==> src/rtl/wdog_pkg.sv <==
package wdog_pkg;
  // Requests from the control module to the datapath
  typedef struct packed {
    logic restart;
    logic clearReg;
  } wdStrobe_t;

  // Status from the datapath to the control module
  typedef struct packed {
    logic expire;
    logic steer;
  } wdStatus_t;
endpackage

==> src/rtl/wdog_dp.sv <==
module wdog_dp
  import wdog_pkg::*;
#(
  parameter int SUB_TICKS = 2048
) (
  input  logic       clk,
  input  logic       rstN,
  input  logic       tick,
  input  logic       wrEn,
  input  logic [7:0] wrData,
  input  wdStrobe_t  strobe,
  output wdStatus_t  status,
  output logic [7:0] regVal
);
  localparam int MULT_W = 5;
  localparam int MAX_SHIFT = 6;
  localparam int UNIT_W = MULT_W + MAX_SHIFT;
  localparam int PRE_W = (SUB_TICKS > 1) ? $clog2(SUB_TICKS) : 1;

  logic [7:0]        cfgReg;
  logic [PRE_W-1:0]  preCnt;
  logic [UNIT_W-1:0] unitCnt;
  logic [UNIT_W-1:0] target;
  logic [MULT_W-1:0] mult;
  logic [1:0]        resSel;
  logic              enabled, preLast, unitLast;

  assign mult     = cfgReg[6:2];
  assign resSel   = cfgReg[1:0];
  assign enabled  = (mult != '0);
  // The interval in sixteenths of a second: M * 4^R
  assign target   = UNIT_W'(mult) << {resSel, 1'b0};
  assign preLast  = (preCnt == PRE_W'(SUB_TICKS - 1));
  assign unitLast = (unitCnt == target - UNIT_W'(1));

  assign status.expire = enabled & tick & preLast & unitLast;
  assign status.steer  = cfgReg[7];
  assign regVal        = cfgReg;

  always_ff @(posedge clk or negedge rstN) begin
    if (!rstN) begin
      cfgReg <= '0;
    end else if (wrEn) begin
      cfgReg <= wrData;
    end else if (strobe.clearReg) begin
      cfgReg <= '0;
    end
  end

  always_ff @(posedge clk or negedge rstN) begin
    if (!rstN) begin
      preCnt  <= '0;
      unitCnt <= '0;
    end else if (strobe.restart || !enabled) begin
      preCnt  <= '0;
      unitCnt <= '0;
    end else if (tick) begin
      if (preLast) begin
        preCnt  <= '0;
        unitCnt <= unitLast ? '0 : unitCnt + UNIT_W'(1);
      end else begin
        preCnt <= preCnt + PRE_W'(1);
      end
    end
  end
endmodule

==> src/rtl/wdog_ctrl.sv <==
module wdog_ctrl
  import wdog_pkg::*;
#(
  parameter int RST_TICKS = 6554
) (
  input  logic       clk,
  input  logic       rstN,
  input  logic       tick,
  input  logic       wrEn,
  input  logic [7:0] wrData,
  input  logic       kickIn,
  input  logic       flagAck,
  input  wdStatus_t  status,
  output wdStrobe_t  strobe,
  output logic       flagOut,
  output logic       irqOut,
  output logic       rstOutN,
  output logic       clrCtrl
);
  localparam int RC_W = $clog2(RST_TICKS + 1);

  logic            kickMeta, kickSync, kickPrev;
  logic            kickEdge, softRestart, timeout;
  logic [RC_W-1:0] rstCnt;

  assign kickEdge    = kickSync ^ kickPrev;
  assign softRestart = wrEn | kickEdge;
  // A restart on the same edge wins over an expiry
  assign timeout     = status.expire & ~softRestart;

  assign strobe.restart  = softRestart | timeout;
  assign strobe.clearReg = timeout & status.steer;
  assign rstOutN         = (rstCnt == '0);

  always_ff @(posedge clk or negedge rstN) begin
    if (!rstN) begin
      kickMeta <= 1'b0;
      kickSync <= 1'b0;
      kickPrev <= 1'b0;
    end else begin
      kickMeta <= kickIn;
      kickSync <= kickMeta;
      kickPrev <= kickSync;
    end
  end

  always_ff @(posedge clk or negedge rstN) begin
    if (!rstN) begin
      flagOut <= 1'b0;
      irqOut  <= 1'b0;
      clrCtrl <= 1'b0;
      rstCnt  <= '0;
    end else begin
      clrCtrl <= timeout & status.steer;
      if (timeout) begin
        flagOut <= 1'b1;
      end else if (flagAck) begin
        flagOut <= 1'b0;
      end
      if (timeout && !status.steer) begin
        irqOut <= 1'b1;
      end else if (wrEn && wrData == 8'h00) begin
        irqOut <= 1'b0;
      end
      if (timeout && status.steer) begin
        rstCnt <= RC_W'(RST_TICKS);
      end else if (tick && rstCnt != '0) begin
        rstCnt <= rstCnt - RC_W'(1);
      end
    end
  end
endmodule

==> src/rtl/wdog_steer.sv <==
module wdog_steer
  import wdog_pkg::*;
#(
  parameter int SUB_TICKS = 2048,
  parameter int RST_TICKS = 6554
) (
  input  logic       clk,
  input  logic       rstN,
  input  logic       tick,
  input  logic       wrEn,
  input  logic [7:0] wrData,
  input  logic       kickIn,
  input  logic       flagAck,
  output logic [7:0] regOut,
  output logic       flagOut,
  output logic       irqOut,
  output logic       rstOutN,
  output logic       clrCtrl
);
  wdStrobe_t strobe;
  wdStatus_t status;

  wdog_dp #(.SUB_TICKS(SUB_TICKS)) u_dp (
    .clk(clk), .rstN(rstN), .tick(tick), .wrEn(wrEn), .wrData(wrData),
    .strobe(strobe), .status(status), .regVal(regOut)
  );

  wdog_ctrl #(.RST_TICKS(RST_TICKS)) u_ctrl (
    .clk(clk), .rstN(rstN), .tick(tick), .wrEn(wrEn), .wrData(wrData),
    .kickIn(kickIn), .flagAck(flagAck), .status(status), .strobe(strobe),
    .flagOut(flagOut), .irqOut(irqOut), .rstOutN(rstOutN), .clrCtrl(clrCtrl)
  );
endmodule

==> config.mk <==
export PLATFORM = sky130hd
export DESIGN_NAME = wdog_steer
export DESIGN_NICKNAME = d
export VERILOG_FILES = /design/src/rtl/wdog_pkg.sv /design/src/rtl/wdog_dp.sv /design/src/rtl/wdog_ctrl.sv /design/src/rtl/wdog_steer.sv
export SDC_FILE = /design/constraint.sdc
export NUM_CORES = 1
export LEC_CHECK = 0
export ABC_AREA = 1
export BUFFER_PORTS_ARGS = -buffer_cell sky130_fd_sc_hd__buf_2
export CAP_MARGIN = 20
export CORE_MARGIN = 5
export CORE_UTILIZATION = 41
export DETAILED_ROUTE_END_ITERATION = 12
export SLEW_MARGIN = 20
export SYNTH_ARGS = -nofsm -noshare
export SYNTH_HDL_FRONTEND = slang
export SYNTH_SLANG_ARGS = --single-unit
==> constraint.sdc <==
create_clock -name clk -period 2.9 [get_ports clk]
set_input_delay 0.58 -clock clk [delete_from_list [all_inputs] [get_ports clk]]
set_output_delay 0.58 -clock clk [all_outputs]
set_load 0.1 [all_outputs]
==> results of run 1 <==
flip-flops by register name, summed over array words and instances, names as in the netlist:
name	flops
u_ctrl.kickPrev	1
u_ctrl.kickMeta	1
u_ctrl.irqOut	1
u_dp.regVal	8
u_ctrl.clrCtrl	1
u_ctrl.kickSync	1
u_ctrl.rstCnt	13
u_dp.preCnt	11
u_dp.unitCnt	11
u_ctrl.flagOut	1
synth_stat cells (2+ instances only):
library cell | instances | area, µm²
a211oi_1 | 2 | 15.01
a21oi_1 | 13 | 65.06
buf_6 | 3 | 33.78
clkinv_1 | 2 | 7.510
dfrtp_1 | 49 | 1226
ha_1 | 4 | 50.05
inv_1 | 51 | 191.4
inv_2 | 5 | 18.77
nand2_1 | 101 | 379.1
nand2_2 | 4 | 25.02
nand3_1 | 47 | 235.2
nand3_2 | 7 | 70.07
nand3_4 | 2 | 35.03
nand4_1 | 12 | 75.07
nor2_1 | 49 | 183.9
nor2_2 | 3 | 18.77
nor2_4 | 4 | 45.04
nor3_1 | 8 | 40.04
nor3_2 | 2 | 20.02
o21ai_0 | 13 | 65.06
o21ai_1 | 2 | 10.01
or2_2 | 2 | 12.51
xnor2_1 | 5 | 43.79
xor2_1 | 13 | 113.9
where the power goes:
part	internal [mW]	switching (mW)	leakage, nW
Sequential	0.699	0.0212	0.662
Combinational	0.107	0.287	1.04
Clock	0.259	0.231	0.0554
final cells by class:
type | count | area [µm²] | share of cell area
multi-input combinational | 309 | 1650 | 0.4699
sequential | 49 | 1226 | 0.3491
inverter | 59 | 226.5 | 0.06448
timing repair buffer | 31 | 170.2 | 0.04845
tap | 102 | 127.6 | 0.03634
clock buffer | 6 | 72.57 | 0.02066
clock inverter | 2 | 38.79 | 0.01104
metrics by stage:
stage	setup slack, ns	area (µm²)	total power [mW]	util	hold slack [ns]
2_1_floorplan	0.01570	3153	1.035	-	0.2844
3_3_place_gp	0.5379	3401	1.125	0.4470	0.3327
3_5_place_dp	0.4681	3401	1.129	0.4470	0.3364
4_1_cts	0.4086	3512	1.623	0.4617	0.2361
5_1_grt	0.2221	3512	1.703	0.4617	0.2551
6_report	0.4263	3512	1.604	0.4617	0.2246
per-layer routing:
layer  share of wire  routed length (µm)  up-vias
met1            0.49                3392     1297
li1                -                   -     1440
met4           0.015                 104        0
met5               0                   0        -
met3           0.029                 198        8
met2            0.47                3230       33
cell families after synthesis:
group / count (synthesis)
XOR/XNOR: 18
flip-flops: 49
buffers and inverters: 65
AO/OA/AOI/OAI: 39
AND/OR/NAND/NOR: 248
adder cells (fa/ha/maj): 4
worst paths after layout:
kind	start	end	slack, ns	cells after the start
min in group clk	u_ctrl.kickMeta	u_ctrl.kickSync	0.35	0
hold / removal	rstN	u_ctrl.rstCnt[4]	0.22	1
setup / recovery	u_ctrl.rstCnt[0]	rstOutN	0.43	9
max in group asynchronous	rstN	u_dp.preCnt[7]	1.90	2
hold reg to reg	u_ctrl.kickMeta	u_ctrl.kickSync	0.35	0
setup reg to reg	u_dp.regVal[1]	u_ctrl.rstCnt[9]	0.46	14
==> flow_summary.yaml, run 1 <==
global_route:
  use_met1: 0.2049
  number_of_global_route_vias_before_repair: 2673
  met3_capacity_usage_during_global_routing: 0.02872
  grt_pass1_wl_um: 12360
  grt-busiest-layer: "met2"
  gr-usage-all-layers: 0.1556
  globalRouteMet2Util: 0.2615
  largest_net_degree_at_the_start_of_global_routing: 30
  grt_antenna_before_repair: 0
  grt_remaining_overflow: 0
cells_and_area:
  drive_gt1_frac: 0.1623
  flow.area_growth_from_synthesis_pct: 11.39
  commonest_cells_after_routing_fill_and_taps_aside: "nand2_1, inv_1, nor2_1, dfrtp_1, nand3_1"
  final_cell_count_no_fill: 558
  nNetsFinal: 473
  num_antenna_cells: 0
  filler_cell_count: 792
  layout_commonest_cell: "nand2_1"
route:
  wire_per_inst_um: 12.41
  routed-via-count: 2778
  final_antenna_net_count: 0
  routed_wirelength_um: 6925
  dr.first_iter.drc_count: 107
  avgViaCountPerCell: 4.978
  route.detailed.drc: 0
  firstDrtPassIters: 4
sta:
  slew_headroom: 0.6502
  achievable-frequency_mhz: 404.2
  final_setup_fails: 0
  worst_clock_skew_ns: 0.01055
  slew_violations: 0
  final_clock_period_utilization_by_the_worst_path: 0.8530
  grt_setup_unrepaired: "false"
  post-route-min-period_ns: 2.474
  finalSetupTns_ns: 0
  hold_viol: 0
  tightest_slew_ns: 0.5213
logic_synthesis:
  yosys.area_share.xor_xnor: 0.05000
  postSynthNetCount: 441
  synthesis.instances: 423
  synth.mux.area_fraction: 0
  synth_seq_area_share: 0.3889
  synth_top_family_by_area: "simple AND/OR/NAND/NOR gates"
  synth.yosys.warnings: 0
  synth_edf_count: 0
  synth_compound_gate_area_share: 0.07302
  synth_cell_type_count: 44
  synth.ff_latch_count: 49
  dominantRegCellSynth: "dfrtp_1"
  synth_fa_ha_area_frac: 0.01587
  syn-mean-instance-area_um2: 7.454
  async_flop_share: 1.000
  post_synth_and_or_nand_nor_area_fraction: 0.3845
  synth_area_mm2: 0.003153
critical_path:
  timing.critical_path.required_ns: 2.32
  path_cells: "inv_1 > ha_1 > nand2_1 > inv_1 > nand3_1 > inv_1 > nand2_1 > nor2_1 > buf_2"
  worst_path_dominant_cell_family: "buffers and inverters"
  setup.worst_path.class: "reg2out"
  critical_path.max_fanout: 3
  crit_slowest_cell: "buf_2"
  critical_path.n_buffers_inverters: 4
  crit_path_arrival_time_ns: 1.89
  timing.critical_path.from_type: "flip-flop"
  slowest_delay_ns: 0.44
  crit_path_frequent_cell: "inv_1"
  worstSetupEndpointType: "output port"
clocking:
  post_cts_resized: 0
  postCtsHoldBufs: 0
  cts_setup_buffers: 0
  clock_sinks: 49
  numCtsBuffers: 5
  cts_clock_pin_slew_for_the_worst_setup_and_hold_paths_ns: 0.09
  clkLatencyLatePin_ns: 0.30
  tritoncts_clock_tree: "yes"
  cts.root.buffer_cell: "clkbuf_8"
  cts_max_path_buffers: 2
  cts-htree-levels: 2
die:
  fp.dieW_um: 97.70
  start_util: 0.4145
  fp.coreArea_mm2: 0.007607
  num_rows: 32
  die-height_um: 97.70
  die_area_mm2: 0.009544
  ios: 26
power_and_ir_drop:
  ir_worst_vdd_mv: 0.1920
  power_density_mw_per_mm2: 456.6
  static-leakage-power_nw: 1.758
placement:
  place.detailed.hpwl_um: 5449
  io_buffers: 25
  gp_congestion: 0.8552
  numPlacedInstances: 550
run:
  maxCapViolations: 0
min_path:
  min-delay-path-class: "in2async"
outcome:
  run_status: "finished, final reports clean"
Power figures use the tool's default switching activity.
==> run 2: changes to the inputs <==
CTS_BUF_LIST = sky130_fd_sc_hd__clkbuf_8   (was not set)
==> run 2 against run 1 <==
Effect of this change:
- critical path type unchanged
- fmax did not move
- hold slack did not move
- sequential share of layout area did not move
- first-iteration DRC count did not move
- sequential power barely moved
- setup slack did not move
- cell count did not move
- via count did not move
- count of clock-buffer cells in the layout fell by 1
- critical endpoint unchanged
==> flow_summary.yaml, run 2 (synthesis results as in run 1) <==
clocking:
  cts_setup_buffers: 0
  clock_sinks: 49
  tritoncts_clock_tree: "yes"
  cts-htree-levels: 2
  cts_clock_pin_slew_for_the_worst_setup_and_hold_paths_ns: 0.09
  cts.root.buffer_cell: "clkbuf_8"
  post_cts_resized: 0
  postCtsHoldBufs: 0
  clkLatencyLatePin_ns: 0.30
  cts_max_path_buffers: 2
  numCtsBuffers: 5
route:
  routed_wirelength_um: 6924
  routed-via-count: 2778
  avgViaCountPerCell: 4.978
  final_antenna_net_count: 0
  route.detailed.drc: 0
  dr.first_iter.drc_count: 107
  firstDrtPassIters: 4
  wire_per_inst_um: 12.41
placement:
  io_buffers: 25
  gp_congestion: 0.8552
  place.detailed.hpwl_um: 5449
  numPlacedInstances: 550
critical_path:
  worst_r2r_endpoint: "u_ctrl.rstCnt[9]"
  setup.worst_path.class: "reg2out"
  slowest_delay_ns: 0.44
  worst-r2r-setup-slack_ns: 0.46
  crit_path_arrival_time_ns: 1.89
  crit_path_frequent_cell: "inv_1"
  timing.reg2reg.worst_path_depth: 14
  crit_path_start: "u_ctrl.rstCnt[0]"
  timing.critical_path.from_type: "flip-flop"
  critical_path.max_fanout: 3
  path_cells: "inv_1 > ha_1 > nand2_1 > inv_1 > nand3_1 > inv_1 > nand2_1 > nor2_1 > buf_2"
  timing.critical_path.required_ns: 2.32
  reg2reg_from: "u_dp.regVal[1]"
  worstSetupEndpointType: "output port"
  crit_slowest_cell: "buf_2"
global_route:
  number_of_global_route_vias_before_repair: 2673
  grt_pass1_wl_um: 12360
  gr-usage-all-layers: 0.1556
  grt_remaining_overflow: 0
  grt_antenna_before_repair: 0
  largest_net_degree_at_the_start_of_global_routing: 30
cells_and_area:
  largest-register: "u_ctrl.rstCnt"
  num_antenna_cells: 0
  final_cell_count_no_fill: 558
  filler_cell_count: 792
  layout_top_registers: "u_ctrl.rstCnt: 13 flops, u_dp.preCnt: 11 flops, u_dp.unitCnt: 11 flops"
  seq_area_mm2: 0.001226
  layout_commonest_cell: "nand2_1"
  commonest_cells_after_routing_fill_and_taps_aside: "nand2_1, inv_1, nor2_1, dfrtp_1, nand3_1"
  largest_register_ff_count: 13
  drive_gt1_frac: 0.1623
  flow.area_growth_from_synthesis_pct: 11.39
  multiInputGateArea_mm2: 0.001650
  nNetsFinal: 473
sta:
  slew_violations: 0
  finalSetupTns_ns: 0
  slew_headroom: 0.6502
  grt_setup_unrepaired: "false"
  post-route-min-period_ns: 2.474
  achievable-frequency_mhz: 404.2
  final_clock_period_utilization_by_the_worst_path: 0.8530
  worst_clock_skew_ns: 0.01055
  tightest_slew_ns: 0.5213
  hold_viol: 0
  final_setup_fails: 0
power_and_ir_drop:
  static-leakage-power_nw: 1.762
  p_int_mw: 1.061
  ir_worst_vdd_mv: 0.1920
  switching_share: 0.3368
  logic_gate_share_of_total_power: 0.246
  switchingPower_mw: 0.5390
  seq_power_share: 0.450
  pwr-share-clk: 0.304
  power_density_mw_per_mm2: 455.6
die:
  ios: 26
  die-height_um: 97.70
  num_rows: 32
  fp.dieW_um: 97.70
  fp.coreArea_mm2: 0.007607
  die_area_mm2: 0.009544
  start_util: 0.4145
outcome:
  run_status: "finished, final reports clean"
run:
  maxCapViolations: 0
min_path:
  min-delay-path-class: "in2async"
## run 2: cell type report
cell class / count / area share
clock buffer: 5 / 0.01959
clock inverter: 3 / 0.01211
inverter: 59 / 0.06448
multi-input combinational: 309 / 0.4699
sequential: 49 / 0.3491
tap: 102 / 0.03634
timing repair buffer: 31 / 0.04845
## run 2: metrics by stage
step,cell area (µm²),utilization,power [mW],hold WS (ns),worst slack [ns]
6_report,3512,0.4617,1.600,0.2246,0.4263
5_1_grt,3512,0.4617,1.700,0.2551,0.2221
4_1_cts,3512,0.4617,1.619,0.2361,0.4086
3_5_place_dp,3401,0.4470,1.129,0.3364,0.4681
3_3_place_gp,3401,0.4470,1.125,0.3327,0.5379
2_1_floorplan,3153,-,1.035,0.2844,0.01570
## run 2: worst max-delay path by stage
stage                                    to  slack (ns)  cells after the start
after CTS                           rstOutN        0.41                      9
final                               rstOutN        0.43                      9
after global placement    u_ctrl.rstCnt[10]        0.54                     14
after global routing       u_ctrl.rstCnt[9]        0.22                     14
after detailed placement   u_ctrl.rstCnt[9]        0.47                     14
after floorplan              u_dp.regVal[3]        0.02                     16
## run 2: power groups by stage
stage	sequential, mW	combinational (mW)	clock [mW]
after detailed placement	0.734	0.395	0
after floorplan	0.801	0.234	0
final	0.720	0.394	0.487
after global placement	0.734	0.391	0
after global routing	0.723	0.437	0.539
after CTS	0.720	0.396	0.503
## run 2: worst max-delay path: cells and delay by family, from the launching register on
family	cells	cell delay, ns
flops	1	0.40
buf+inv	4	0.67
fa+ha+maj	1	0.17
simple gates	4	0.37
## run 2: layer usage
layer | vias to the layer above | GRT usage | share of wire
li1 | 1440 | - | -
met1 | 1297 | 0.2049 | 0.49
met2 | 33 | 0.2615 | 0.47
met3 | 8 | 0.02872 | 0.029
met4 | 0 | 0.04366 | 0.015
met5 | - | 0 | 0
